$ cat src/rtl/gshare_pkg.sv
package gshare_pkg;

    // Two-bit direction counter; upper bit is the predicted direction.
    typedef enum logic [1:0] {
        CTR_STRONG_NT = 2'b00,
        CTR_WEAK_NT   = 2'b01,
        CTR_WEAK_T    = 2'b10,
        CTR_STRONG_T  = 2'b11
    } ctr_e;

    localparam ctr_e CTR_RESET_VAL = CTR_WEAK_NT;
    localparam int   HIST_MAX      = 10;

    function automatic logic ctr_taken(input ctr_e c);
        return c[1];
    endfunction

    // Saturating step toward the resolved outcome.
    function automatic ctr_e ctr_train(input ctr_e c, input logic taken);
        ctr_e n;
        unique case (c)
            CTR_STRONG_NT: n = taken ? CTR_WEAK_NT  : CTR_STRONG_NT;
            CTR_WEAK_NT:   n = taken ? CTR_WEAK_T   : CTR_STRONG_NT;
            CTR_WEAK_T:    n = taken ? CTR_STRONG_T : CTR_WEAK_NT;
            default:       n = taken ? CTR_STRONG_T : CTR_WEAK_T;
        endcase
        return n;
    endfunction

endpackage

$ cat src/rtl/gshare_hist.sv
module gshare_hist #(
    parameter int HIST_W = 8,
    parameter int HB     = 8
) (
    input  logic          clk,
    input  logic          rst,
    input  logic          shift_en,
    input  logic          bit_in,
    output logic [HB-1:0] hist_o
);

    generate
        if (HIST_W == 0) begin : g_none
            logic unused_hist_in;
            assign unused_hist_in = ^{clk, rst, shift_en, bit_in};
            assign hist_o = '0;
        end else begin : g_shift
            logic [HB-1:0] hist_q;
            always_ff @(posedge clk) begin
                if (rst) begin
                    hist_q <= '0;
                end else if (shift_en) begin
                    hist_q <= (hist_q << 1) | HB'(bit_in);
                end
            end
            assign hist_o = hist_q;
        end
    endgenerate

endmodule

$ cat src/rtl/gshare_index.sv
module gshare_index #(
    parameter int IDX_W  = 10,
    parameter int HIST_W = 8,
    parameter int HB     = 8
) (
    input  logic [IDX_W-1:0] pc_lo,
    input  logic [HB-1:0]    hist,
    output logic [IDX_W-1:0] idx
);

    generate
        if (HIST_W == 0) begin : g_addr_only
            logic unused_hist;
            assign unused_hist = ^hist;
            assign idx = pc_lo;
        end else begin : g_xor
            // History lands on the low index bits; upper bits stay address-only.
            assign idx = pc_lo ^ IDX_W'(hist);
        end
    endgenerate

endmodule

$ cat src/rtl/gshare_pht.sv
module gshare_pht
    import gshare_pkg::*;
#(
    parameter int IDX_W = 10
) (
    input  logic             clk,
    input  logic             rst,
    input  logic [IDX_W-1:0] rd_idx,
    output ctr_e             rd_ctr,
    input  logic             wr_en,
    input  logic [IDX_W-1:0] wr_idx,
    input  logic             wr_taken,
    output ctr_e             wr_cur
);

    localparam int DEPTH = 1 << IDX_W;

    ctr_e tbl [DEPTH];

    assign rd_ctr = tbl[rd_idx];
    assign wr_cur = tbl[wr_idx];

    always_ff @(posedge clk) begin
        if (rst) begin
            for (int i = 0; i < DEPTH; i++) begin
                tbl[i] <= CTR_RESET_VAL;
            end
        end else if (wr_en) begin
            tbl[wr_idx] <= ctr_train(wr_cur, wr_taken);
        end
    end

endmodule

$ cat src/rtl/gshare_predictor.sv
module gshare_predictor
    import gshare_pkg::*;
#(
    parameter int PC_W   = 32,
    parameter int IDX_W  = 10,
    parameter int HIST_W = 8
) (
    input  logic                                clk,
    input  logic                                rst,
    input  logic [PC_W-1:0]                     pred_pc,
    output logic                                pred_taken,
    output logic [((HIST_W > 0) ? HIST_W : 1)-1:0] pred_hist,
    input  logic                                upd_valid,
    input  logic [PC_W-1:0]                     upd_pc,
    input  logic [((HIST_W > 0) ? HIST_W : 1)-1:0] upd_hist,
    input  logic                                upd_taken
);

    // Supported range: 0 <= HIST_W <= min(IDX_W, HIST_MAX), PC_W > IDX_W.
    localparam int HB = (HIST_W > 0) ? HIST_W : 1;

    logic [IDX_W-1:0] rd_idx;
    logic [IDX_W-1:0] wr_idx;
    ctr_e             rd_ctr;
    ctr_e             wr_cur;

    logic unused_pc_hi;
    assign unused_pc_hi = ^{pred_pc[PC_W-1:IDX_W], upd_pc[PC_W-1:IDX_W]};

    gshare_hist #(.HIST_W(HIST_W), .HB(HB)) u_hist (
        .clk      (clk),
        .rst      (rst),
        .shift_en (upd_valid),
        .bit_in   (upd_taken),
        .hist_o   (pred_hist)
    );

    gshare_index #(.IDX_W(IDX_W), .HIST_W(HIST_W), .HB(HB)) u_rd_index (
        .pc_lo (pred_pc[IDX_W-1:0]),
        .hist  (pred_hist),
        .idx   (rd_idx)
    );

    gshare_index #(.IDX_W(IDX_W), .HIST_W(HIST_W), .HB(HB)) u_wr_index (
        .pc_lo (upd_pc[IDX_W-1:0]),
        .hist  (upd_hist),
        .idx   (wr_idx)
    );

    gshare_pht #(.IDX_W(IDX_W)) u_pht (
        .clk      (clk),
        .rst      (rst),
        .rd_idx   (rd_idx),
        .rd_ctr   (rd_ctr),
        .wr_en    (upd_valid),
        .wr_idx   (wr_idx),
        .wr_taken (upd_taken),
        .wr_cur   (wr_cur)
    );

    assign pred_taken = ctr_taken(rd_ctr);

endmodule

$ cat config.mk
export PLATFORM = sky130hd
export DESIGN_NAME = gshare_predictor
export DESIGN_NICKNAME = d
export VERILOG_FILES = /design/src/rtl/gshare_pkg.sv /design/src/rtl/gshare_hist.sv /design/src/rtl/gshare_index.sv /design/src/rtl/gshare_pht.sv /design/src/rtl/gshare_predictor.sv
export SDC_FILE = /design/constraint.sdc
export NUM_CORES = 2
export LEC_CHECK = 0
export BUFFER_PORTS_ARGS = -buffer_cell sky130_fd_sc_hd__buf_2
export CORE_AREA = 2 2 594 478
export DETAILED_ROUTE_END_ITERATION = 10
export DIE_AREA = 0 0 596 480
export GPL_ROUTABILITY_DRIVEN = 0
export GPL_TIMING_DRIVEN = 1
export PLACE_DENSITY = 0.54
export SETUP_SLACK_MARGIN = 0.4
export SLEW_MARGIN = 15
export SYNTH_ARGS = -nofsm -noshare
export SYNTH_HDL_FRONTEND = slang
export SYNTH_SLANG_ARGS = --single-unit
$ cat constraint.sdc
create_clock -name clk -period 11.7 [get_ports clk]
set_clock_uncertainty 0.05 [all_clocks]
set_input_delay 3.51 -clock clk [delete_from_list [all_inputs] [get_ports clk]]
set_output_delay 3.51 -clock clk [all_outputs]
set_load 0.03 [all_outputs]
==> results by stage <==
Run status:
- The flow ran to the end, and the final reports show no timing, DRC or antenna violations.

Clock network:
- After clock tree synthesis, the clock-pin slew on the worst setup and hold paths is 0.06 ns.
- CTS placed an instance of sky130_fd_sc_hd__clkbuf_16 at the clock tree root.
- TritonCTS built the clock tree.
- Hold repair after CTS inserted 0 buffers.
- In this run the number of H-tree levels came out at 4.
- The number of sinks handled by clock tree synthesis is 2056.
- The number of buffers between clock root and the deepest sink is 4.
- The number of clock buffers inserted by TritonCTS is 215.
- At the later pin of the worst-skew pair, clock insertion delay measures 0.93 ns.

Cells and area:
- The area growth from synthesis to layout is 9.729%.
- Leaving out fill and tap cells, the most frequent cell in the layout is sky130_fd_sc_hd__edfxtp_1.
- The top cell types in the final layout, fill and taps aside, are sky130_fd_sc_hd__edfxtp_1, sky130_fd_sc_hd__nand2_1, sky130_fd_sc_hd__nand3_1.
- The final net count is 9260.
- Counting the fill cells in the layout gives 25830.
- For this run, the share of the core covered by cells in the final layout is 0.4373.
- After routing the design area is 122400 um2.
- Of the cells placed in the final design, the portion with a size suffix greater than 1 is 0.1655.

Route:
- The detailed-router iteration count before antenna repair is 6.
- After detailed routing, the average wire length per cell comes to 38.32 um.
- Summed over all layers, the routed wires come to 500.3 mm.
- After the first detailed-routing iteration, the DRC count stood at 16870.
- Once detail routing completed, the nets flagged for antenna violations numbered 0.
- The count of vias placed by the detailed router is 92140.
- The post-route DRC violation count is 0.
- The detail-routed via count per cell is 7.057.

STA:
- Setup violations remaining at the end of the flow were counted as 0.
- The smallest clock period supported by the final layout is computed as 11.20 ns.
- In the post-route analysis, the smallest setup slack over all paths is 0.4969 ns.
- The final setup TNS is 0 ns.
- The highest achievable clock rate is 89.26 MHz.
- For the pin with the worst max-slew slack, the measured transition is 1.338 ns.
- The number of slew-limit violations in the final report is 0.
- Setup repair after global routing left no endpoint under its margin.
- The portion of the clock cycle consumed by the worst path in the final layout is 0.9575.
- The max-slew headroom at the worst pin is 0.1081.
- The count of endpoints failing hold in the final timing report came to 0.

Floorplan:
- For this design the top-level I/O count stands at 85.
- The total core area is 280000 um2.
- For this configuration, the core starts out at a cell density of 0.3985.
- The floorplan step defined a die boundary enclosing 286100 um2.
- The initialized floorplan defines 174 standard-cell rows.
- From left edge to right edge, the die measures 596 um.
- The die height is 480 um.

Critical path:
- For the worst flop-to-flop path, the logic depth is 12.
- The element type at the critical path start is a primary input.
- The maximum net fanout on the critical path is 24.
- By startpoint and endpoint, the worst setup path is classified as in2out.
- The required time reported for the critical path endpoint is 8.14 ns.
- STA classifies the critical path endpoint as an output pin.
- For the worst setup path, the data arrival time is 7.64 ns.

Synth:
- The top flip-flop cell by instance count after synthesis is sky130_fd_sc_hd__edfxtp_1.
- Of the synthesized area, sequential elements account for 0.5526.
- The number of different library cells used by synthesis comes to 41.
- Synthesis produced a netlist whose cell count is 9894.
- The number of nets in the synthesized netlist is 9970.
- The yosys synthesis warning count is 0.
- The async set-reset flop share out of synthesis is 0.
- The cell area that synthesis handed to floorplanning was 111600 um2.
- The number of flops mapped to enable cells by yosys is 2048.
- The synthesized design contains 2056 register bits.
- After synthesis, the mean cell area works out to 11.28 um2.

Power and ir drop:
- The cell leakage power is 0.04164 uW.
- The worst-case IR drop observed on VDD is 140.1 uV.
- The power density relative to cell area is 153.6 nW/um2.

Run:
- The max-capacitance violation count is 0.

Global route:
- In the global route stage, overall resource usage came out at 0.3394.
- The maximum number of pins on one net before global-route repair is 178.
- The via count of the first global-routing pass is 84850.
- The first global-routing pass estimated 686.4 mm of wire.
- For this run the aggregate overflow at the end of global routing stands at 0.
- The number of antenna violations at the first check in global routing is 28.

Place:
- The setup slack after placement is 0.01276 ns.
- In this run the tool buffered the top-level ports with 40 buffer cells.
- The placed instances occupy a cell area of 115900 um2.
- The HPWL reported at the end of detailed placement is 278.4 mm.

Min path:
- The worst hold path cell count is 2.
- The classification of the worst-slack hold path is reg2reg.
## routing by layer
layer | global-route usage | part of all wire | vias up
met4 | 0.1728 | 0.060 | 22
met2 | 0.4756 | 0.41 | 7944
li1 | - | - | 36070
met5 | 0.0009942 | 0.00037 | -
met3 | 0.1061 | 0.15 | 1422
met1 | 0.4709 | 0.38 | 46680
## stage by stage
step	power (uW)	hold WS [ns]	cells
floorplan	10620	0.6180	9894
global placement	12100	0.5034	12660
detailed placement	12130	0.5160	12660
CTS	18650	0.5223	13030
global route	19130	0.5824	13040
finish	18810	0.5186	13060
## cell type report
type	count	area (um2)	area share
repair buffers	406	4048	0.03306
clock buffers	272	5720	0.04672
inverters	2	7.507	0.00006132
multi-input cells	6503	45680	0.3731
clock inverters	103	648.1	0.005294
flip-flops and latches	2056	61660	0.5036
well taps	3696	4624	0.03777
diodes	19	47.55	0.0003883
## logic make-up after synthesis
family,Yosys count,share of synthesized area
simple gates,3832,0.1740
fa+ha+maj,2,0.0001794
buf+inv,1335,0.04859
flops,2056,0.5526
compound gates,1882,0.1171
xor+xnor,28,0.002265
mux,759,0.1052
## flip-flops by register name (all words and copies together) (netlist names)
register       count
u_pht.tbl       2048
u_hist.hist_o      8
## path summary, 6_finish.rpt
check	startpoint	to	slack, ns
max	pred_pc[0]	pred_taken	0.50
min	u_hist.hist_o[7]	u_hist.hist_o[7]	0.52
max reg2reg	u_pht.tbl[664][1]	u_pht.tbl[243][1]	6.05
min reg2reg	u_hist.hist_o[7]	u_hist.hist_o[7]	0.52
## worst max-delay path, stage by stage
cell,delay [ns]
sky130_fd_sc_hd__buf_2,0.16
sky130_fd_sc_hd__xor2_4,0.19
sky130_fd_sc_hd__clkbuf_16,0.28
sky130_fd_sc_hd__buf_12,0.27
sky130_fd_sc_hd__mux4_2,0.59
sky130_fd_sc_hd__mux4_2,0.49
sky130_fd_sc_hd__mux2i_2,0.32
sky130_fd_sc_hd__mux4_2,0.47
sky130_fd_sc_hd__nand2_1,0.14
sky130_fd_sc_hd__a311oi_4,0.42
sky130_fd_sc_hd__buf_4,0.18
sky130_fd_sc_hd__o21ai_0,0.26
sky130_fd_sc_hd__buf_2,0.29
## where the power goes
group | internal, uW | switching, uW | total [uW]
logic | 944 | 2910 | 3860
registers | 8210 | 81.6 | 8290
clock network | 3580 | 3080 | 6660
## timing repair
item,CTS,global route
endpoints found under the hold margin,0,0
resized for setup,7,3
buffers inserted,0,4
gates cloned,1,1
pin swaps,0,0
setup endpoints to repair,1,1
## cells in the mapped netlist (7+ instances only)
cell type | number | area, um2
sky130_fd_sc_hd__buf_1 | 67 | 251.5
sky130_fd_sc_hd__o211ai_1 | 32 | 240.2
sky130_fd_sc_hd__nand3_1 | 1238 | 6196
sky130_fd_sc_hd__edfxtp_1 | 2048 | 61500
sky130_fd_sc_hd__buf_6 | 16 | 180.2
sky130_fd_sc_hd__nor4_1 | 67 | 419.2
sky130_fd_sc_hd__nand4_1 | 44 | 275.3
sky130_fd_sc_hd__buf_4 | 7 | 52.55
sky130_fd_sc_hd__clkbuf_1 | 1032 | 3874
sky130_fd_sc_hd__and3_1 | 16 | 100.1
sky130_fd_sc_hd__dfxtp_1 | 8 | 160.2
sky130_fd_sc_hd__nor3_1 | 664 | 3323
sky130_fd_sc_hd__a21oi_1 | 201 | 1006
sky130_fd_sc_hd__o21ai_0 | 67 | 335.3
sky130_fd_sc_hd__o31ai_1 | 14 | 105.1
sky130_fd_sc_hd__nor3_2 | 370 | 3704
sky130_fd_sc_hd__nor2_1 | 96 | 360.4
sky130_fd_sc_hd__a21o_1 | 1024 | 7687
sky130_fd_sc_hd__mux2i_1 | 428 | 4284
sky130_fd_sc_hd__a211oi_1 | 18 | 135.1
sky130_fd_sc_hd__a31oi_1 | 209 | 1308
sky130_fd_sc_hd__mux4_2 | 331 | 7455
sky130_fd_sc_hd__a32oi_1 | 92 | 805.8
sky130_fd_sc_hd__a22oi_1 | 17 | 127.6
sky130_fd_sc_hd__xnor2_1 | 12 | 105.1
sky130_fd_sc_hd__xor2_1 | 15 | 131.4
sky130_fd_sc_hd__buf_2 | 211 | 1056
sky130_fd_sc_hd__o22ai_1 | 201 | 1257
sky130_fd_sc_hd__nand2_1 | 1329 | 4989
No activity file was read; power rests on OpenSTA's default activity.
